### src/rtl/rdy_hs_pkg.sv
package rdy_hs_pkg;
  typedef enum logic [2:0] {
    HS_IDLE      = 3'd0,
    HS_ARMED     = 3'd1,
    HS_SLAVE_REQ = 3'd2,
    HS_ACTIVE    = 3'd3,
    HS_CLOSING   = 3'd4
  } hs_state_e;

  localparam int unsigned HS_SYNC_STAGES = 2;
endpackage

### src/rtl/rdy_sync.sv
module rdy_sync #(
  parameter int unsigned STAGES    = 2,
  parameter logic        RESET_VAL = 1'b1
) (
  input  logic clk,
  input  logic rst_n,
  input  logic d_i,
  output logic q_o
);
  localparam int unsigned LAST = STAGES - 1;

  logic [STAGES-1:0] chain_q;

  // first stage samples the raw line, later stages shift
  always_ff @(posedge clk or negedge rst_n) begin
    if (!rst_n) chain_q[0] <= RESET_VAL;
    else        chain_q[0] <= d_i;
  end

  for (genvar i = 1; i < STAGES; i++) begin : g_stage
    always_ff @(posedge clk or negedge rst_n) begin
      if (!rst_n) chain_q[i] <= RESET_VAL;
      else        chain_q[i] <= chain_q[i-1];
    end
  end

  assign q_o = chain_q[LAST];
endmodule

### src/rtl/rdy_hs_fsm.sv
module rdy_hs_fsm
  import rdy_hs_pkg::*;
(
  input  logic      clk,
  input  logic      rst_n,
  input  logic      m_act_i,
  input  logic      send_req_i,
  input  logic      xfer_done_i,
  output hs_state_e state_o,
  output logic      slave_init_o,
  output logic      done_o
);
  hs_state_e st_q, st_d;
  logic      init_q, init_d;
  logic      done_q, done_d;
  logic      st_en, init_en, done_en;

  // next-state process
  always_comb begin
    st_d   = st_q;
    init_d = init_q;
    done_d = done_q;
    unique case (st_q)
      HS_IDLE: begin
        if (m_act_i) begin
          st_d   = HS_ARMED;      // master wins a tie with a local request
          init_d = 1'b0;
          done_d = 1'b0;
        end else if (send_req_i) begin
          st_d   = HS_ARMED;
          init_d = 1'b1;
          done_d = 1'b0;
        end
      end
      HS_ARMED:     st_d = init_q ? HS_SLAVE_REQ : HS_ACTIVE;
      HS_SLAVE_REQ: if (m_act_i) st_d = HS_ACTIVE;
      HS_ACTIVE: begin
        if (xfer_done_i) done_d = 1'b1;
        if (!m_act_i)    st_d   = HS_CLOSING;
      end
      HS_CLOSING: begin
        st_d   = HS_IDLE;
        init_d = 1'b0;
        done_d = 1'b0;
      end
      default: begin
        st_d   = HS_IDLE;
        init_d = 1'b0;
        done_d = 1'b0;
      end
    endcase
  end

  assign st_en   = (st_d != st_q);
  assign init_en = (init_d != init_q);
  assign done_en = (done_d != done_q);

  // register process
  always_ff @(posedge clk or negedge rst_n) begin
    if (!rst_n) begin
      st_q   <= HS_IDLE;
      init_q <= 1'b0;
      done_q <= 1'b0;
    end else begin
      if (st_en)   st_q   <= st_d;
      if (init_en) init_q <= init_d;
      if (done_en) done_q <= done_d;
    end
  end

  assign state_o      = st_q;
  assign slave_init_o = init_q;
  assign done_o       = done_q;
endmodule

### src/rtl/rdy_hs_outdec.sv
module rdy_hs_outdec
  import rdy_hs_pkg::*;
(
  input  hs_state_e state_i,
  input  logic      m_act_i,
  input  logic      done_i,
  output logic      srdy_n_o,
  output logic      xfer_en_o,
  output logic      rx_arm_o
);
  logic own_ready;

  assign own_ready = (state_i == HS_SLAVE_REQ) || (state_i == HS_ACTIVE);
  assign srdy_n_o  = ~own_ready;
  assign rx_arm_o  = own_ready || (state_i == HS_ARMED);
  assign xfer_en_o = (state_i == HS_ACTIVE) && m_act_i && !done_i;
endmodule

### src/rtl/rdy_handshake_ctrl.sv
module rdy_handshake_ctrl
  import rdy_hs_pkg::*;
#(
  parameter int unsigned SYNC_STAGES = HS_SYNC_STAGES
) (
  input  logic clk,
  input  logic rst_n,
  input  logic mrdy_n_i,
  input  logic send_req_i,
  input  logic xfer_done_i,
  output logic srdy_n_o,
  output logic xfer_en_o,
  output logic rx_arm_o,
  output logic slave_init_o
);
  logic      mrdy_n_s;
  logic      m_act;
  logic      done;
  hs_state_e state;

  rdy_sync #(.STAGES(SYNC_STAGES), .RESET_VAL(1'b1)) u_sync (
    .clk   (clk),
    .rst_n (rst_n),
    .d_i   (mrdy_n_i),
    .q_o   (mrdy_n_s)
  );

  assign m_act = ~mrdy_n_s;

  rdy_hs_fsm u_fsm (
    .clk          (clk),
    .rst_n        (rst_n),
    .m_act_i      (m_act),
    .send_req_i   (send_req_i),
    .xfer_done_i  (xfer_done_i),
    .state_o      (state),
    .slave_init_o (slave_init_o),
    .done_o       (done)
  );

  rdy_hs_outdec u_dec (
    .state_i   (state),
    .m_act_i   (m_act),
    .done_i    (done),
    .srdy_n_o  (srdy_n_o),
    .xfer_en_o (xfer_en_o),
    .rx_arm_o  (rx_arm_o)
  );
endmodule

### config.mk
export PLATFORM = sky130hd
export DESIGN_NAME = rdy_handshake_ctrl
export DESIGN_NICKNAME = d
export VERILOG_FILES = /design/src/rtl/rdy_hs_pkg.sv /design/src/rtl/rdy_sync.sv /design/src/rtl/rdy_hs_fsm.sv /design/src/rtl/rdy_hs_outdec.sv /design/src/rtl/rdy_handshake_ctrl.sv
export SDC_FILE = /design/constraint.sdc
export NUM_CORES = 1
export LEC_CHECK = 0
export ABC_AREA = 1
export BUFFER_PORTS_ARGS = -buffer_cell sky130_fd_sc_hd__buf_2
export CAP_MARGIN = 15
export CORE_AREA = 2 2 39 41
export CTS_CLUSTER_DIAMETER = 30
export DETAILED_ROUTE_END_ITERATION = 16
export DIE_AREA = 0 0 41 43
export PLACE_DENSITY_LB_ADDON = 0.05
export SLEW_MARGIN = 15
export SYNTH_ARGS = -nofsm -noshare
export SYNTH_HDL_FRONTEND = slang
export SYNTH_SLANG_ARGS = --single-unit
### constraint.sdc
create_clock -name clk -period 1.35 [get_ports clk]
set_input_delay 0.0675 -clock clk [delete_from_list [all_inputs] [get_ports clk]]
set_output_delay 0.0675 -clock clk [all_outputs]
set_load 0.05 [all_outputs]
# Word-level counts from Yosys, hierarchy flattened
# Index checks and enable logic that the tools add are counted.
[classes] n_addsub=0 n_mul=0 div=0 magnitude_cmp=0 n_eq_ne=6 shifts=0 mux=13 bitwise_logic=2 reduce_logical=8
[ops] cell="$mux 3" count=4
[ops] cell="$pmux 3 s4" count=1
[ops] cell="$eq 3x2->1 const B" count=2
[ops] cell="$mux 1" count=6
[ops] cell="$eq 3x1->1 const B" count=1
[ops] cell="$logic_not 3->1" count=1
[ops] cell="$ne 3x3->1" count=1
[ops] cell="$pmux 1 s3" count=1
[ops] cell="$reduce_or 3->1" count=1
[ops] cell="$logic_and 1x1->1" count=2
[ops] cell="$logic_or 1x1->1" count=2
[ops] cell="$ne 1x1->1" count=2
[ops] cell="$not 1->1" count=2
[ops] cell="$pmux 1 s2" count=1
[ops] cell="$reduce_or 2->1" count=1
[ops] cell="$logic_not 1->1" count=1
[word_totals] reg_bits=7 latchBits=0 mem_bits_rw=0 romBits=0 elab_cells=34 memories=0

# Depth between registers and ports, before layout
[depth] depth_word=4 mapped_depth=6 ltp_nobuf=6

# Hierarchy
# Synthesis repeated with hierarchy kept, for this count alone.
[unflattened] cells_unflattened=45 hier_area_um2=345.3
[modules_own_cells] module="rdy_hs_fsm" instances=1 cells_per_inst=35 area_per_inst_um2=256.5 seq_area_each_um2=125.1
[modules_own_cells] module="rdy_sync" instances=1 cells_per_inst=2 area_per_inst_um2=52.6 seq_area_each_um2=52.6
[modules_own_cells] module="rdy_hs_outdec" instances=1 cells_per_inst=7 area_per_inst_um2=32.5 seq_area_each_um2=0.0
[modules_own_cells] module="rdy_handshake_ctrl" instances=1 cells_per_inst=1 area_per_inst_um2=3.8 seq_area_each_um2=0.0

# Worst setup path after synthesis
# Ideal clock, no wire load.
[synth_path] path_kind="reg2out" startpoint="reg u_fsm.st_q[2] (netlist: u_fsm.state_o[2])" endpoint="out xfer_en_o" arrival_time_ps=1635 required_ps=1283 path_slack_ps=-352 path_stages_with_launch=4 n_path_buf=0 path_cell_list="dfrtp_1 > inv_1 > nand3_1 > nor3_1"
[synth_between] elab_chain_cells=3
[synth_lines] element="start: declaration" line="rdy_hs_fsm.sv:13" text="hs_state_e st_q, st_d;"
[synth_lines] element="start signal: assignment" line="rdy_hs_fsm.sv:65" text="if (st_en) st_q <= st_d;"
[synth_lines] element="$eq 3x2->1" line="rdy_hs_outdec.sv:16" text="assign xfer_en_o = (state_i == HS_ACTIVE) && m_act_i && !done_i;"
[synth_lines] element="$logic_and 1x1->1 (2 in series)" line="rdy_hs_outdec.sv:16"
[synth_lines] element="end: declaration" line="rdy_handshake_ctrl.sv:12" text="output logic xfer_en_o,"
# No other way between the ends.

# Worst setup path after layout
# Same ends and word-level chain as after synthesis.

==> summary.md <==
The flow ran to the end, and the final reports show no timing, DRC or antenna violations. The detailed-route via count came out at 296. The worst hold endpoint is u_fsm.state_o[0]. The number of CTS-inserted buffers was 3.

The share of synthesized area in the top cell type comes to 37.9%. The initial core utilization was 23.9%; the number of cells on the worst reg-to-reg path was 6. The class of the most critical hold timing path was input port to register. In this run the critical register-to-register path is launched from u_sync.q_o. Excluding fillers, the count of instances in the completed layout stands at 72. The floorplan row count was 14.

STA classifies the critical path endpoint as an output port. For the count of fill cells added during filler insertion, the log shows 154. The part of the cycle the worst path needs is 92.8%.

After layout, the minimum clock period comes to 1.25 ns. The run gives 0.00339 ns as the post-route clock skew. The first TritonRoute pass finished after 2 iterations. The library cell occupying the most area in the post-synthesis netlist is dfrtp_1. The run gives 0.721 as the placer's final routability congestion estimate. For the number of buffers inserted to repair setup after CTS, the log shows 0. For the max-slew headroom at the worst pin, the log shows 83.6%. The run gives 268 as the number of global-route vias before repair. The register clock-pin slew on the reported worst setup and hold paths was 0.05 ns; the TritonCTS sink count was 7. The insertion delay of the later-clocked pin in the worst-skew pair was 0.24 ns.

Of all nets on the critical path, the largest fanout is 4. The final global-route overflow total was 0; the deepest clock path buffer count was 2. The count of input and output buffers was 8. Cells fill 32.5% of the core in the end.

The run gives 0 as the initial antenna violation count. The start point of the critical path was u_fsm.state_o[2]. The final hold slack is 0.134 ns. The worst register-to-register path ends at u_fsm.done_o. The required arrival time at the worst endpoint was 1.28 ns. The net count after synthesis was 47; the mean number of vias per cell was 4.11. The power density relative to cell area is 2350 nW/µm². Setup repair after global routing left no endpoint under its margin. The ratio of cells with drive above 1 in the final layout is 35.7%, and the cell count after placement is 66. The buffer type at the clock tree root is clkbuf_4. The total number of nets in the final design was 62; the leakage power was 0.243 nW. TritonCTS built the clock tree.

After synthesis, the cell types taking the most area are dfrtp_1 (38%), dfstp_2 (16%), nand2_1 (13%). Startpoint of the lowest-slack hold path: send_req_i. The die covers 1760 µm². The I/O pin count was 9. The setup violation total in the final timing report came out at 0.

The final hold violation count is 0, and the number of instances on the worst hold path is 5. By startpoint and endpoint, the worst setup path is classified as register to output port. Nature of the critical path startpoint: a register.

The total global-route track usage was 9.02%. For this run, design rule violations remaining after detail routing come to 0. Entering global routing, the biggest net connects 8 pins. Summing the sequential cell areas from Yosys gives 53.8% of the chip area. Synthesis inferred 7 register bits. After the first detailed-routing iteration, the DRC count stood at 4. The core box area is 1380 µm². The logs give 1.01 mm for the wire length of the first global-routing pass and 593 µm for the final wirelength. IR analysis of the VDD net gives a maximum drop of 0.552 mV. The run gives 1 as the deepest level of the CTS H-tree. The HPWL after detailed placement is 492 µm.

Measured slew at the worst slew-check pin: 0.248 ns. The slack of the worst reg-to-reg path was 0.34 ns. STA puts the critical path data arrival time at 1.19 ns. The cell count after synthesis came out at 42.

The detail route stage leaves a number of antenna-violating nets equal to 0. From left edge to right edge, the die measures 41 µm. The wire length per cell after detailed routing was 8.24 µm; the summed negative setup slack over all endpoints was 0 ns. Relative to the synthesized area, the layout overhead comes to 36.4%. The final max-slew violation count was 0; the number of distinct library cell variants in the gate-level netlist after synthesis was 12. The number of antenna diodes in the final layout is 0. Dividing the synthesized area by the synthesized cell count gives 7.86 µm².

The die height works out to 43 µm. After synthesis the cells add up to 330 µm². During synthesis, Yosys emitted a total of 0 warnings. The max capacitance violation total is 0.

Maximum clock frequency: 0.798 GHz.
## synth_stat cells
cell type  count
nor2_2         1
nand3_1        2
nor3_1         2
nor2_1         6
nand2_1       11
nor3_2         1
inv_2          1
inv_1          8
dfstp_2        2
o21ai_0        2
dfrtp_1        5
o21ai_2        1
## kinds of logic (layout without fill, tap and decap cells)
family / after synthesis / in the layout / synth area share (%)
buf+inv: 9 / 23 / 10.2
simple gates: 23 / 23 / 30.3
compound gates: 3 / 3 / 5.68
flops: 7 / 7 / 53.8
## area by class of cell
cell class / count / area, µm² / area share [%]
Sequential cell: 7 / 178 / 39.4
Timing Repair Buffer: 10 / 66.3 / 14.7
Clock buffer: 4 / 26.3 / 5.83
Tap cell: 16 / 20.0 / 4.44
Multi-Input combinational cell: 26 / 126 / 28.1
Inverter: 9 / 33.8 / 7.50
## worst max path at each step
stage | to | slack, ns | cells after the start
CTS | xfer_en_o | 0.05 | 4
global route | xfer_en_o | 0.004 | 4
finish | xfer_en_o | 0.1 | 4
global placement | xfer_en_o | 0.29 | 4
floorplan | xfer_en_o | 0.06 | 3
detailed placement | xfer_en_o | 0.26 | 4
## state kept, by name (all words and copies together), names as in the netlist
name and cells:
u_sync.chain_q 1, u_sync.q_o 1, u_fsm.done_o 1, u_fsm.slave_init_o 1, u_fsm.state_o 3
## layout by cell type (no fill, tap or decap)
master / n
nor2_2: 2
clkbuf_4: 3
o21ai_0: 2
clkbuf_1: 1
nand3_1: 2
nand2_1: 11
buf_2: 7
inv_2: 2
buf_6: 1
inv_1: 7
nor3_2: 2
dlygate4sd3_1: 2
dfrtp_1: 5
nor3_1: 1
nor2_1: 5
o21ai_2: 1
dfstp_2: 2
## timing repair
| item | 4_1_cts | 5_1_grt |
|---|---|---|
| hold buffers | 2 | 0 |
| hold endpoints to repair | 8 | 0 |
| pin swaps | 0 | 0 |
| endpoints found under the setup margin | 1 | 1 |
| gates resized for setup | 1 | 2 |
## critical path: stages (launching register included)
cell,delay (ns)
dfrtp_1,0.42
inv_2,0.09
nand3_1,0.10
nor3_2,0.14
buf_6,0.18
## per-layer routing
metal,share of wire [%],routed length [µm],GRT usage [%]
met1,43,254,9.60
met2,54,318,13.1
met3,3.4,20,3.14
met4,0,0,8.00
met5,0,0,0
## metrics by stage
stage          power, W  area [µm²]  setup slack, ns
2_1_floorplan  0.000757         338           0.0563
3_3_place_gp   0.000880         398            0.285
3_5_place_dp   0.000868         398            0.264
4_1_cts         0.00107         447           0.0455
5_1_grt         0.00115         450          0.00384
6_report        0.00106         450           0.0973
## power by group
part / internal [W] / switching [W] / total [W]
clock: 0.000112 / 0.0000691 / 0.000181
combinational: 0.000150 / 0.000392 / 0.000542
sequential: 0.000275 / 0.0000584 / 0.000333
total: 0.000537 / 0.000520 / 0.00106
Note: power is estimated with default switching activity, not from simulation.
